File: src/rtl/cascade_timer_pkg.sv
package cascade_timer_pkg;
  localparam int ADDR_W = 2;

  localparam logic [ADDR_W-1:0] A_CTRL = 2'd0;
  localparam logic [ADDR_W-1:0] A_DIV  = 2'd1;
  localparam logic [ADDR_W-1:0] A_TOP  = 2'd2;
  localparam logic [ADDR_W-1:0] A_CMP  = 2'd3;

  localparam logic [2:0] MM_UPDATE = 3'b010;

  typedef struct packed {
    logic       pol;
    logic [2:0] mm;
    logic       en;
  } ctrl_t;
endpackage

File: src/rtl/cascade_timer_regs.sv
module cascade_timer_regs
  import cascade_timer_pkg::*;
#(
  parameter int W = 16
) (
  input  logic              clk,
  input  logic              rst,
  input  logic              wr_en,
  input  logic [ADDR_W-1:0] wr_addr,
  input  logic [W-1:0]      wr_data,
  input  logic              upd,
  output ctrl_t             ctrl,
  output logic [W-1:0]      div_act,
  output logic [W-1:0]      top_act,
  output logic [W-1:0]      cmp_val
);
  localparam int CW = $bits(ctrl_t);

  logic [W-1:0] div_pre;
  logic [W-1:0] top_pre;
  logic         load_shadow;

  assign load_shadow = !ctrl.en || upd;

  always_ff @(posedge clk) begin
    if (rst) begin
      ctrl    <= '0;
      div_pre <= '0;
      top_pre <= '1;
      cmp_val <= '0;
    end else if (wr_en) begin
      case (wr_addr)
        A_CTRL:  ctrl    <= ctrl_t'(wr_data[CW-1:0]);
        A_DIV:   div_pre <= wr_data;
        A_TOP:   top_pre <= wr_data;
        default: cmp_val <= wr_data;
      endcase
    end
  end

  always_ff @(posedge clk) begin
    if (rst) begin
      div_act <= '0;
      top_act <= '1;
    end else if (load_shadow) begin
      div_act <= div_pre;
      top_act <= top_pre;
    end
  end
endmodule

File: src/rtl/cascade_timer_cnt.sv
module cascade_timer_cnt #(
  parameter int W = 16
) (
  input  logic         clk,
  input  logic         rst,
  input  logic         en,
  input  logic [W-1:0] div_act,
  input  logic [W-1:0] top_act,
  output logic [W-1:0] cnt,
  output logic         tick,
  output logic         wrap
);
  logic [W-1:0] pcnt;

  assign tick = en && (pcnt >= div_act);
  assign wrap = tick && (cnt >= top_act);

  always_ff @(posedge clk) begin
    if (rst) begin
      pcnt <= '0;
      cnt  <= '0;
    end else if (tick) begin
      pcnt <= '0;
      cnt  <= wrap ? '0 : cnt + 1'b1;
    end else if (en) begin
      pcnt <= pcnt + 1'b1;
    end
  end
endmodule

File: src/rtl/cascade_timer_trig.sv
module cascade_timer_trig
  import cascade_timer_pkg::*;
#(
  parameter int W = 16
) (
  input  logic         clk,
  input  logic         rst,
  input  logic [W-1:0] cnt,
  input  logic [W-1:0] cmp_val,
  input  logic         pol,
  input  logic [2:0]   mm,
  input  logic         tick,
  input  logic         wrap,
  output logic         oc_ref,
  output logic         trig
);
  logic uev_hold;
  logic ref_next;
  logic trig_next;

  assign ref_next = (cnt < cmp_val) ^ pol;

  always_comb begin
    if (mm == MM_UPDATE)  trig_next = uev_hold;
    else if (mm[2])       trig_next = oc_ref;
    else                  trig_next = 1'b0;
  end

  always_ff @(posedge clk) begin
    if (rst) begin
      uev_hold <= 1'b0;
      oc_ref   <= 1'b0;
      trig     <= 1'b0;
    end else begin
      if (tick) uev_hold <= wrap;
      oc_ref <= ref_next;
      trig   <= trig_next;
    end
  end
endmodule

File: src/rtl/cascade_timer.sv
module cascade_timer
  import cascade_timer_pkg::*;
#(
  parameter int W = 16
) (
  input  logic              clk,
  input  logic              rst,
  input  logic              wr_en,
  input  logic [ADDR_W-1:0] wr_addr,
  input  logic [W-1:0]      wr_data,
  output logic [W-1:0]      cnt_o,
  output logic              oc_ref_o,
  output logic              trig_o
);
  ctrl_t        ctrl;
  logic [W-1:0] div_act;
  logic [W-1:0] top_act;
  logic [W-1:0] cmp_val;
  logic         tick;
  logic         wrap;

  cascade_timer_regs #(.W(W)) u_regs (
    .clk     (clk),
    .rst     (rst),
    .wr_en   (wr_en),
    .wr_addr (wr_addr),
    .wr_data (wr_data),
    .upd     (wrap),
    .ctrl    (ctrl),
    .div_act (div_act),
    .top_act (top_act),
    .cmp_val (cmp_val)
  );

  cascade_timer_cnt #(.W(W)) u_cnt (
    .clk     (clk),
    .rst     (rst),
    .en      (ctrl.en),
    .div_act (div_act),
    .top_act (top_act),
    .cnt     (cnt_o),
    .tick    (tick),
    .wrap    (wrap)
  );

  cascade_timer_trig #(.W(W)) u_trig (
    .clk     (clk),
    .rst     (rst),
    .cnt     (cnt_o),
    .cmp_val (cmp_val),
    .pol     (ctrl.pol),
    .mm      (ctrl.mm),
    .tick    (tick),
    .wrap    (wrap),
    .oc_ref  (oc_ref_o),
    .trig    (trig_o)
  );
endmodule

File: config.mk
export PLATFORM = sky130hd
export DESIGN_NAME = cascade_timer
export DESIGN_NICKNAME = d
export VERILOG_FILES = /design/src/rtl/cascade_timer_pkg.sv /design/src/rtl/cascade_timer_regs.sv /design/src/rtl/cascade_timer_cnt.sv /design/src/rtl/cascade_timer_trig.sv /design/src/rtl/cascade_timer.sv
export SDC_FILE = /design/constraint.sdc
export NUM_CORES = 1
export LEC_CHECK = 0
export ABC_AREA = 1
export BUFFER_PORTS_ARGS = -buffer_cell sky130_fd_sc_hd__buf_2
export CAP_MARGIN = 30
export CORE_ASPECT_RATIO = 1.75
export CORE_MARGIN = 2
export CORE_UTILIZATION = 58
export CTS_CLUSTER_DIAMETER = 30
export DETAILED_ROUTE_END_ITERATION = 6
export PLACE_DENSITY = 0.8
export REMOVE_ABC_BUFFERS = 1
export SLEW_MARGIN = 5
export SYNTH_ARGS = -nofsm -noshare
export SYNTH_HDL_FRONTEND = slang
export SYNTH_SLANG_ARGS = --single-unit
File: constraint.sdc
create_clock -name clk -period 2.29 [get_ports clk]
set_input_delay 0.1145 -clock clk [delete_from_list [all_inputs] [get_ports clk]]
set_output_delay 0.1145 -clock clk [all_outputs]
set_load 0.01 [all_outputs]
# Word level (Yosys, flattened, before mapping)
# Cells that the tools add are included.
# word_totals
ff_bits	120
output_inout_bits	18
word_cells	37
# op_classes
add_sub_neg	2
order_cmp	3
eq_ne	3
mux	3
bitwise_logic	2
n_reduce_logical	11
# op_table
cell	n
16-bit by 1-bit adder with 16-bit output (second input constant)	2
16-bit greater-or-equal comparator	2
16-bit less-than comparator	1
16-bit 2-to-1 mux	1
2-bit AND reduction	4
3-bit by 2-bit equality test with 1-bit output (second input constant)	1
3-bit OR reduction	1
2-bit by 1-bit equality test with 1-bit output (second input constant)	1
2-bit equality test (second input constant)	1
1-bit logical AND	2
2-bit logical NOT	1
1-bit 2-to-1 mux	2
2-bit OR reduction	1
1-bit logical NOT	1
1-bit logical OR	1
1-bit inverter	1
1-bit XOR	1

# Longest topological paths before layout
# Gate-level depths: netlist (run 1).
# logic_depth
depth_word	4
ltp_mapped	16
ltp_nobuf	16

# By module
# A second synthesis (run 1) with hierarchy kept.
# hier_totals
hier_cells	925
hier_area_um2	6382.4
# modules_own_cells
mod	instances	cells_each	area_each_um2	seq_area_each_um2
cascade_timer_regs	1	452	3275.6	1701.6
cascade_timer_cnt	1	395	2583.7	640.6
cascade_timer_trig	1	78	523.0	60.1

# Worst setup path before layout (run 1)
# No wires, ideal clock.
# synth_path
kind	reg-to-reg
start	register u_cnt.cnt[9]
end	register u_regs.top_act[10]
setup_time_ns	0.134
arrival_time_ns	1.792
required_ns	2.156
setup_slack_ns	0.365
path_stages_with_launch	13
n_path_buf	1
synth_period_minus_slack_ns	1.925
cell_sequence	dfxtp_1 ha_1 nand2_1 inv_1 o21ai_0 nand2_1 a21oi_1 nand3b_2 nand2_4 nand2_4 buf_6 nand2_1 nand3_1
# synth_via
elab_chain_len	3
# synth_lines
element	line	text
start, declared	cascade_timer_cnt.sv:9	output logic [W-1:0] cnt,
start signal, assigned	cascade_timer_cnt.sv:24	cnt <= wrap ? '0 : cnt + 1'b1;
16-bit greater-or-equal comparator	cascade_timer_cnt.sv:16	assign wrap = tick && (cnt >= top_act);
1-bit logical AND	cascade_timer_cnt.sv:16	
1-bit logical OR	cascade_timer_regs.sv:23	assign load_shadow = !ctrl.en || upd;
end signal, assigned	cascade_timer_regs.sv:47	top_act <= top_pre;
end, declared	cascade_timer_regs.sv:14	output logic [W-1:0] top_act,
# No other way between the ends.
# A chain may end at the register's enable or synchronous reset.

# Worst setup path in the final report (run 1)
# layout_path
start	register u_regs.top_act[7]
end	register u_cnt.cnt[8]
# layout_via
elab_chain_len	3
# layout_lines
element	line
16-bit greater-or-equal comparator	cascade_timer_cnt.sv:16
1-bit logical AND	cascade_timer_cnt.sv:16
16-bit 2-to-1 mux	cascade_timer_cnt.sv:24
# No other way between the ends.

==> results of run 1 <==
[cell families after synthesis]
group	after synthesis	synth area share (%)
buffers and inverters	126	8.67
and+or+nand+nor	413	29.5
adders and majority gates	49	10.2
AOI/OAI and AO/OA	104	9.25
xor gates and xnor gates	18	2.61
DFF	120	39.8
[per-stage QoR]
stage          hold slack (ns)  utilization, %
6_report                0.0837            71.4
5_1_grt                 0.0850            71.4
4_1_cts                 0.0654            71.3
3_5_place_dp             0.371            63.4
3_3_place_gp             0.357            63.4
2_1_floorplan            0.184               -
[repair_timing]
item                                    4_1_cts  5_1_grt
hold endpoints to repair                     33        0
hold buffers                                 16        0
endpoints found under the setup margin        1       20
resized for setup                             1        2
[sequential cells by signal, summed over array words and instances, names as in the netlist]
register	cells
u_regs.div_act	16
u_trig.trig	1
u_regs.div_pre	16
u_cnt.pcnt	16
u_cnt.cnt	16
u_trig.oc_ref	1
u_regs.ctrl	5
u_trig.uev_hold	1
u_regs.top_pre	16
u_regs.cmp_val	16
u_regs.top_act	16
[per-layer routing]
| layer | GRT usage, % | vias up |
|---|---|---|
| li1 | - | 2820 |
| met1 | 30.1 | 2630 |
| met2 | 51.7 | 177 |
| met3 | 6.71 | 47 |
| met4 | 13.0 | 0 |
| met5 | 0 | - |
[Yosys cell counts, drive strengths merged]
master	count
a21o	3
a21oi	53
a31oi	1
and2	1
buf	14
clkbuf	15
clkinv	2
dfxtp	120
ha	49
inv	95
nand2	173
nand3	89
nand3b	9
nand4	5
nor2	121
nor3	12
nor3b	1
nor4	1
o21a	1
o21ai	46
or2	1
xnor2	1
xor2	17
[cell type report]
class	count	area [um^2]	area share (%)
inverters	97	367	5.04
clock inverters	12	174	2.39
flip-flops and latches	120	2400	33.1
well taps	127	159	2.19
repair buffers	85	583	8.02
multi-input cells	584	3130	43.0
clock buffers	20	457	6.28
[worst max-delay path: stages, from the launching register on]
cell and delay, ns:
dfxtp_1 0.34, inv_1 0.05, ha_1 0.29, nand2_1 0.07
nor2_1 0.13, nand3_1 0.13, nor3_1 0.14, nand3b_2 0.26
clkinv_1 0.30, nand3b_1 0.18, a21oi_1 0.09
[power breakdown]
| group | leakage, nW | internal (W) | switching (W) | total (W) |
|---|---|---|---|---|
| Clock | 0.298 | 0.00187 | 0.000953 | 0.00282 |
| Sequential | 0.979 | 0.00218 | 0.0000395 | 0.00222 |
| Combinational | 2.22 | 0.000164 | 0.000294 | 0.000458 |
| Total | 3.50 | 0.00421 | 0.00129 | 0.00550 |
[worst max-delay path by stage]
stage                         end  cells past startpoint
6_report             u_cnt.cnt[8]                     10
5_1_grt        u_regs.div_act[12]                     13
4_1_cts            u_cnt.pcnt[13]                     11
3_5_place_dp       u_cnt.pcnt[13]                     11
3_3_place_gp       u_cnt.pcnt[13]                     11
2_1_floorplan      u_cnt.pcnt[15]                      9
[cells in the final DEF (no fill, tap or decap), types with 2 or more instances in the layout]
cell             n
nand4_1          5
clkinv_2         3
clkbuf_8         2
buf_2           38
xor2_1          17
nor3_2           2
bufinv_16        4
nand3b_1         8
clkbuf_16       17
clkinvlp_4       4
o21ai_0         45
nand3_1         89
a21o_1           3
nand2_1        168
clkinv_1         2
buf_4           31
dlygate4sd3_1   16
nor2_2           3
dfxtp_1        120
nor2_1         118
ha_1            49
nand2_4          3
a21oi_4          2
a21oi_1         50
nor3_1          10
inv_2            2
inv_1           92
==> flow_metrics.tcl, run 1 <==
set metrics [dict create \
    grt_max_degree 48 \
    startpoint "u_regs.top_act[7]" \
    crit_type "flip-flop to flip-flop" \
    synth_top_area_share_pct 39.8 \
    pre_cts_slack_ns 0.0255 \
    worst_pin_slew_ns 0.622 \
    syn_avg_cell_area_um2 7.27 \
    post-route-min-period_ns 2.11 \
    p_per_area_nw_per_um2 756 \
    drt-total-wl_um 15100 \
    ys_top_cells_by_area "dfxtp_1, nand2_1, ha_1, nand3_1, nor2_1" \
    post-route-period-util_pct 92.3 \
    die_area_um2 11300 \
    finalNonFillerCells 1045 \
    finClkSkew_ns 0.00913 \
    synth_seq_cells 120 \
    diodes 0 \
    slew_violations 0 \
    synth_area_leader_cell "dfxtp_1" \
    fill_cells 770 \
    fin_ws_ns 0.176 \
    ys_types 36 \
    place_area_um2 6460 \
    worstPathMaxFanout 9 \
    min-delay-start "rst" \
    initial_core_util_pct 59.3 \
    post_drt_wl_per_cell_um 14.4 \
    grt_pass1_wl_um 25400 \
    highest_layer "met4" \
    cts_setup_buffers 0 \
    areaGrowthSynthToFinish_pct 20.5 \
    rr_startpoint "u_regs.top_act[7]" \
    cts_sinks 120 \
    status "finished clean" \
    drc 0 \
    path_clk_slew_ns 0.06 \
    critPathArrivalTime_ns 2.39 \
    endpoint_kind "flip-flop" \
    vdd_drop_max_mv 0.671 \
    place.detailed.hpwl_um 10600 \
    setup_viol 0 \
    total_power_w 0.00550 \
    synth_seq_area_share_pct 39.8 \
    insertion_delay_ns 0.42 \
    leakagePower_nw 3.50 \
    cts_made_buffers 17 \
    cts_max_path_buffers 2 \
    final_antenna_net_count 0 \
    met1_length_um 5820 \
    drtIter0Drc 293 \
    max-slew-margin-rel_pct 58.5 \
    place_congestion 0.907 \
    hold_viol_final 0 \
    vias 5674 \
    die_w_um 81.1 \
    cts_tree "done" \
    std_cell_rows 49 \
    antenna_found_initial 0 \
    final_cell_area_um2 7270 \
    rsz0062_at_grt "no" \
    portBuffers 38 \
    wl_met2_um 8140 \
    root_buffer "clkbuf_16" \
    worstHoldPathCells 2 \
    drive_gt1_share_pct 12.7 \
    grt.total_usage_pct 28.5 \
    dp.cells 997 \
    coreArea_um2 10200 \
    netlist_area_um2 6030 \
    final_nets 975 \
    cts.htree.levels 4 \
    gr-total-overflow 0 \
    min_to "u_trig.uev_hold" \
    cp.required_ns 2.57 \
    max_freq_mhz 473 \
    r2r-end "u_cnt.cnt[8]" \
    r2r_slack_ns 0.18 \
    syn_inst 830 \
    grt_pass1_vias 5653 \
    reg2regPathDepth 10 \
    yosys_warnings 0 \
    cp-start-kind "flip-flop" \
    first_pass_iters 5 \
    setup_tns_ns 0 \
    drv_cap 0 \
    via_per_inst 5.43 \
    die_h_um 139 \
    hold_path.class "input pin to flip-flop" \
    wl_met3_um 649 \
    ios 39 \
]
Power figures use the tool's default switching activity.
==> inputs of run 2 (changes only) <==
- CORE_ASPECT_RATIO: 1.75 -> unset
- RECOVER_POWER: unset -> 25
==> run 2 against run 1 <==
  * Final cell count up 0.57%
  * Largest cell class unchanged
  * Critical path type unchanged
  * Global-route usage decreased by 2.8 points
  * Largest power group unchanged
  * Sequential share of layout area is 0.32 points higher
  * Total power shrank 5.1%
==> flow_metrics.tcl, run 2 (synthesized netlist as in run 1, its figures left out) <==
set metrics [dict create \
    final_antenna_net_count 0 \
    max-slew-margin-rel_pct 50.7 \
    grt.total_usage_pct 25.7 \
    cp-start-kind "flip-flop" \
    coreArea_um2 10200 \
    holdWs_ns 0.0554 \
    drive_gt1_share_pct 11.6 \
    drv_cap 0 \
    critPathArrivalTime_ns 2.53 \
    leakagePower_nw 3.45 \
    vias 5427 \
    finClkSkew_ns 0.00467 \
    via_per_inst 5.16 \
    place.detailed.hpwl_um 9370 \
    post_drt_wl_per_cell_um 13.1 \
    mostFrequentLayoutCells "nand2_1, dfxtp_1, nor2_1, inv_1, nand3_1" \
    areaGrowthSynthToFinish_pct 19.3 \
    grt_pass1_wl_um 23100 \
    grt_pass1_vias 5098 \
    post-route-min-period_ns 2.11 \
    finalNonFillerCells 1051 \
    crit_type "flip-flop to flip-flop" \
    p_per_area_nw_per_um2 725 \
    insertion_delay_ns 0.52 \
    cts_tree "done" \
    die_h_um 106 \
    drtIter0Drc 291 \
    grt_max_degree 50 \
    initial_core_util_pct 59.0 \
    min-delay-start "wr_addr[1]" \
    vdd_drop_max_mv 0.483 \
    startpoint "u_regs.top_act[15]" \
    fin_ws_ns 0.181 \
    portBuffers 38 \
    dp.cells 1002 \
    hold_viol_final 0 \
    drt-total-wl_um 13800 \
    first_pass_iters 6 \
    slew_violations 0 \
    diodes 0 \
    worstPathMaxFanout 21 \
    pre_cts_slack_ns 0.226 \
    root_buffer "clkbuf_8" \
    worst_pin_slew_ns 0.739 \
    setup_viol 0 \
    cp.required_ns 2.71 \
    hold_path.class "input pin to flip-flop" \
    place_area_um2 6440 \
    post-route-period-util_pct 92.1 \
    cts_max_path_buffers 2 \
    gr-total-overflow 0 \
    drc 0 \
    cts_made_buffers 17 \
    rr_startpoint "u_regs.top_act[15]" \
    die_area_um2 11200 \
    place_congestion 0.827 \
    antenna_found_initial 0 \
    ios 39 \
    status "finished clean" \
    final_cell_area_um2 7200 \
    cts_sinks 120 \
    fill_cells 825 \
    std_cell_rows 37 \
    die_w_um 106 \
    endpoint_kind "flip-flop" \
    rsz0062_at_grt "no" \
    max_freq_mhz 474 \
    setup_tns_ns 0 \
    final_nets 973 \
    path_clk_slew_ns 0.06 \
    final_common_cell "nand2_1" \
    cts.htree.levels 4 \
]
run 2: cell type report:
cell class	instances	area, um^2	share of cell area (%)
inverters	97	367	5.09
clock inverters	8	95.1	1.32
repair buffers	83	572	7.94
clock buffers	23	477	6.62
multi-input cells	584	3120	43.3
well taps	136	170	2.36
flip-flops and latches	120	2400	33.4
run 2: per-layer routing:
metal  wire length (um)  vias to the layer above  GRT usage (%)  part of all wire, %
met2               6460                      107           42.2                   47
met3                512                       22           6.01                  3.7
met5                  0                        -              0                    0
met1               6590                     2473           33.4                   48
li1                   -                     2825              -                    -
met4                200                        0           8.46                  1.5
run 2: what timing repair did:
action	4_1_cts	5_1_grt
setup endpoints to repair	0	7
resized for setup	0	1
endpoints found under the hold margin	61	0
hold buffers	17	0
buffers inserted	0	1
run 2: stage by stage:
stage	util (%)	total power [W]
2_1_floorplan	-	0.00253
3_3_place_gp	62.9	0.00265
3_5_place_dp	62.9	0.00266
4_1_cts	70.2	0.00524
5_1_grt	70.4	0.00541
6_report	70.4	0.00522
run 2: power breakdown:
group          switching, W  total [W]  leakage, nW  internal, W
Clock              0.000916    0.00256        0.280      0.00165
Combinational      0.000274   0.000437         2.19     0.000162
Sequential        0.0000402    0.00222        0.979      0.00218
run 2: final timing paths:
| kind | to | slack, ns | depth (start not counted) |
|---|---|---|---|
| max | u_regs.div_act[15] | 0.18 | 13 |
| min | u_regs.ctrl[4] | 0.06 | 4 |
| max reg2reg | u_regs.div_act[15] | 0.18 | 13 |
| min reg2reg | u_regs.top_act[10] | 0.46 | 2 |
run 2: worst max-delay path, cell delays in order, from the launching register on:
cell and delay (ns):
dfxtp_1 0.33, inv_1 0.05, ha_1 0.29, nand2_1 0.07, inv_1 0.05, nand3_1 0.11, inv_1 0.05, a21oi_1 0.19
nand3b_2 0.23, nand2_8 0.22, buf_4 0.20, nand3_1 0.08, nand2_1 0.07, nor2_1 0.05
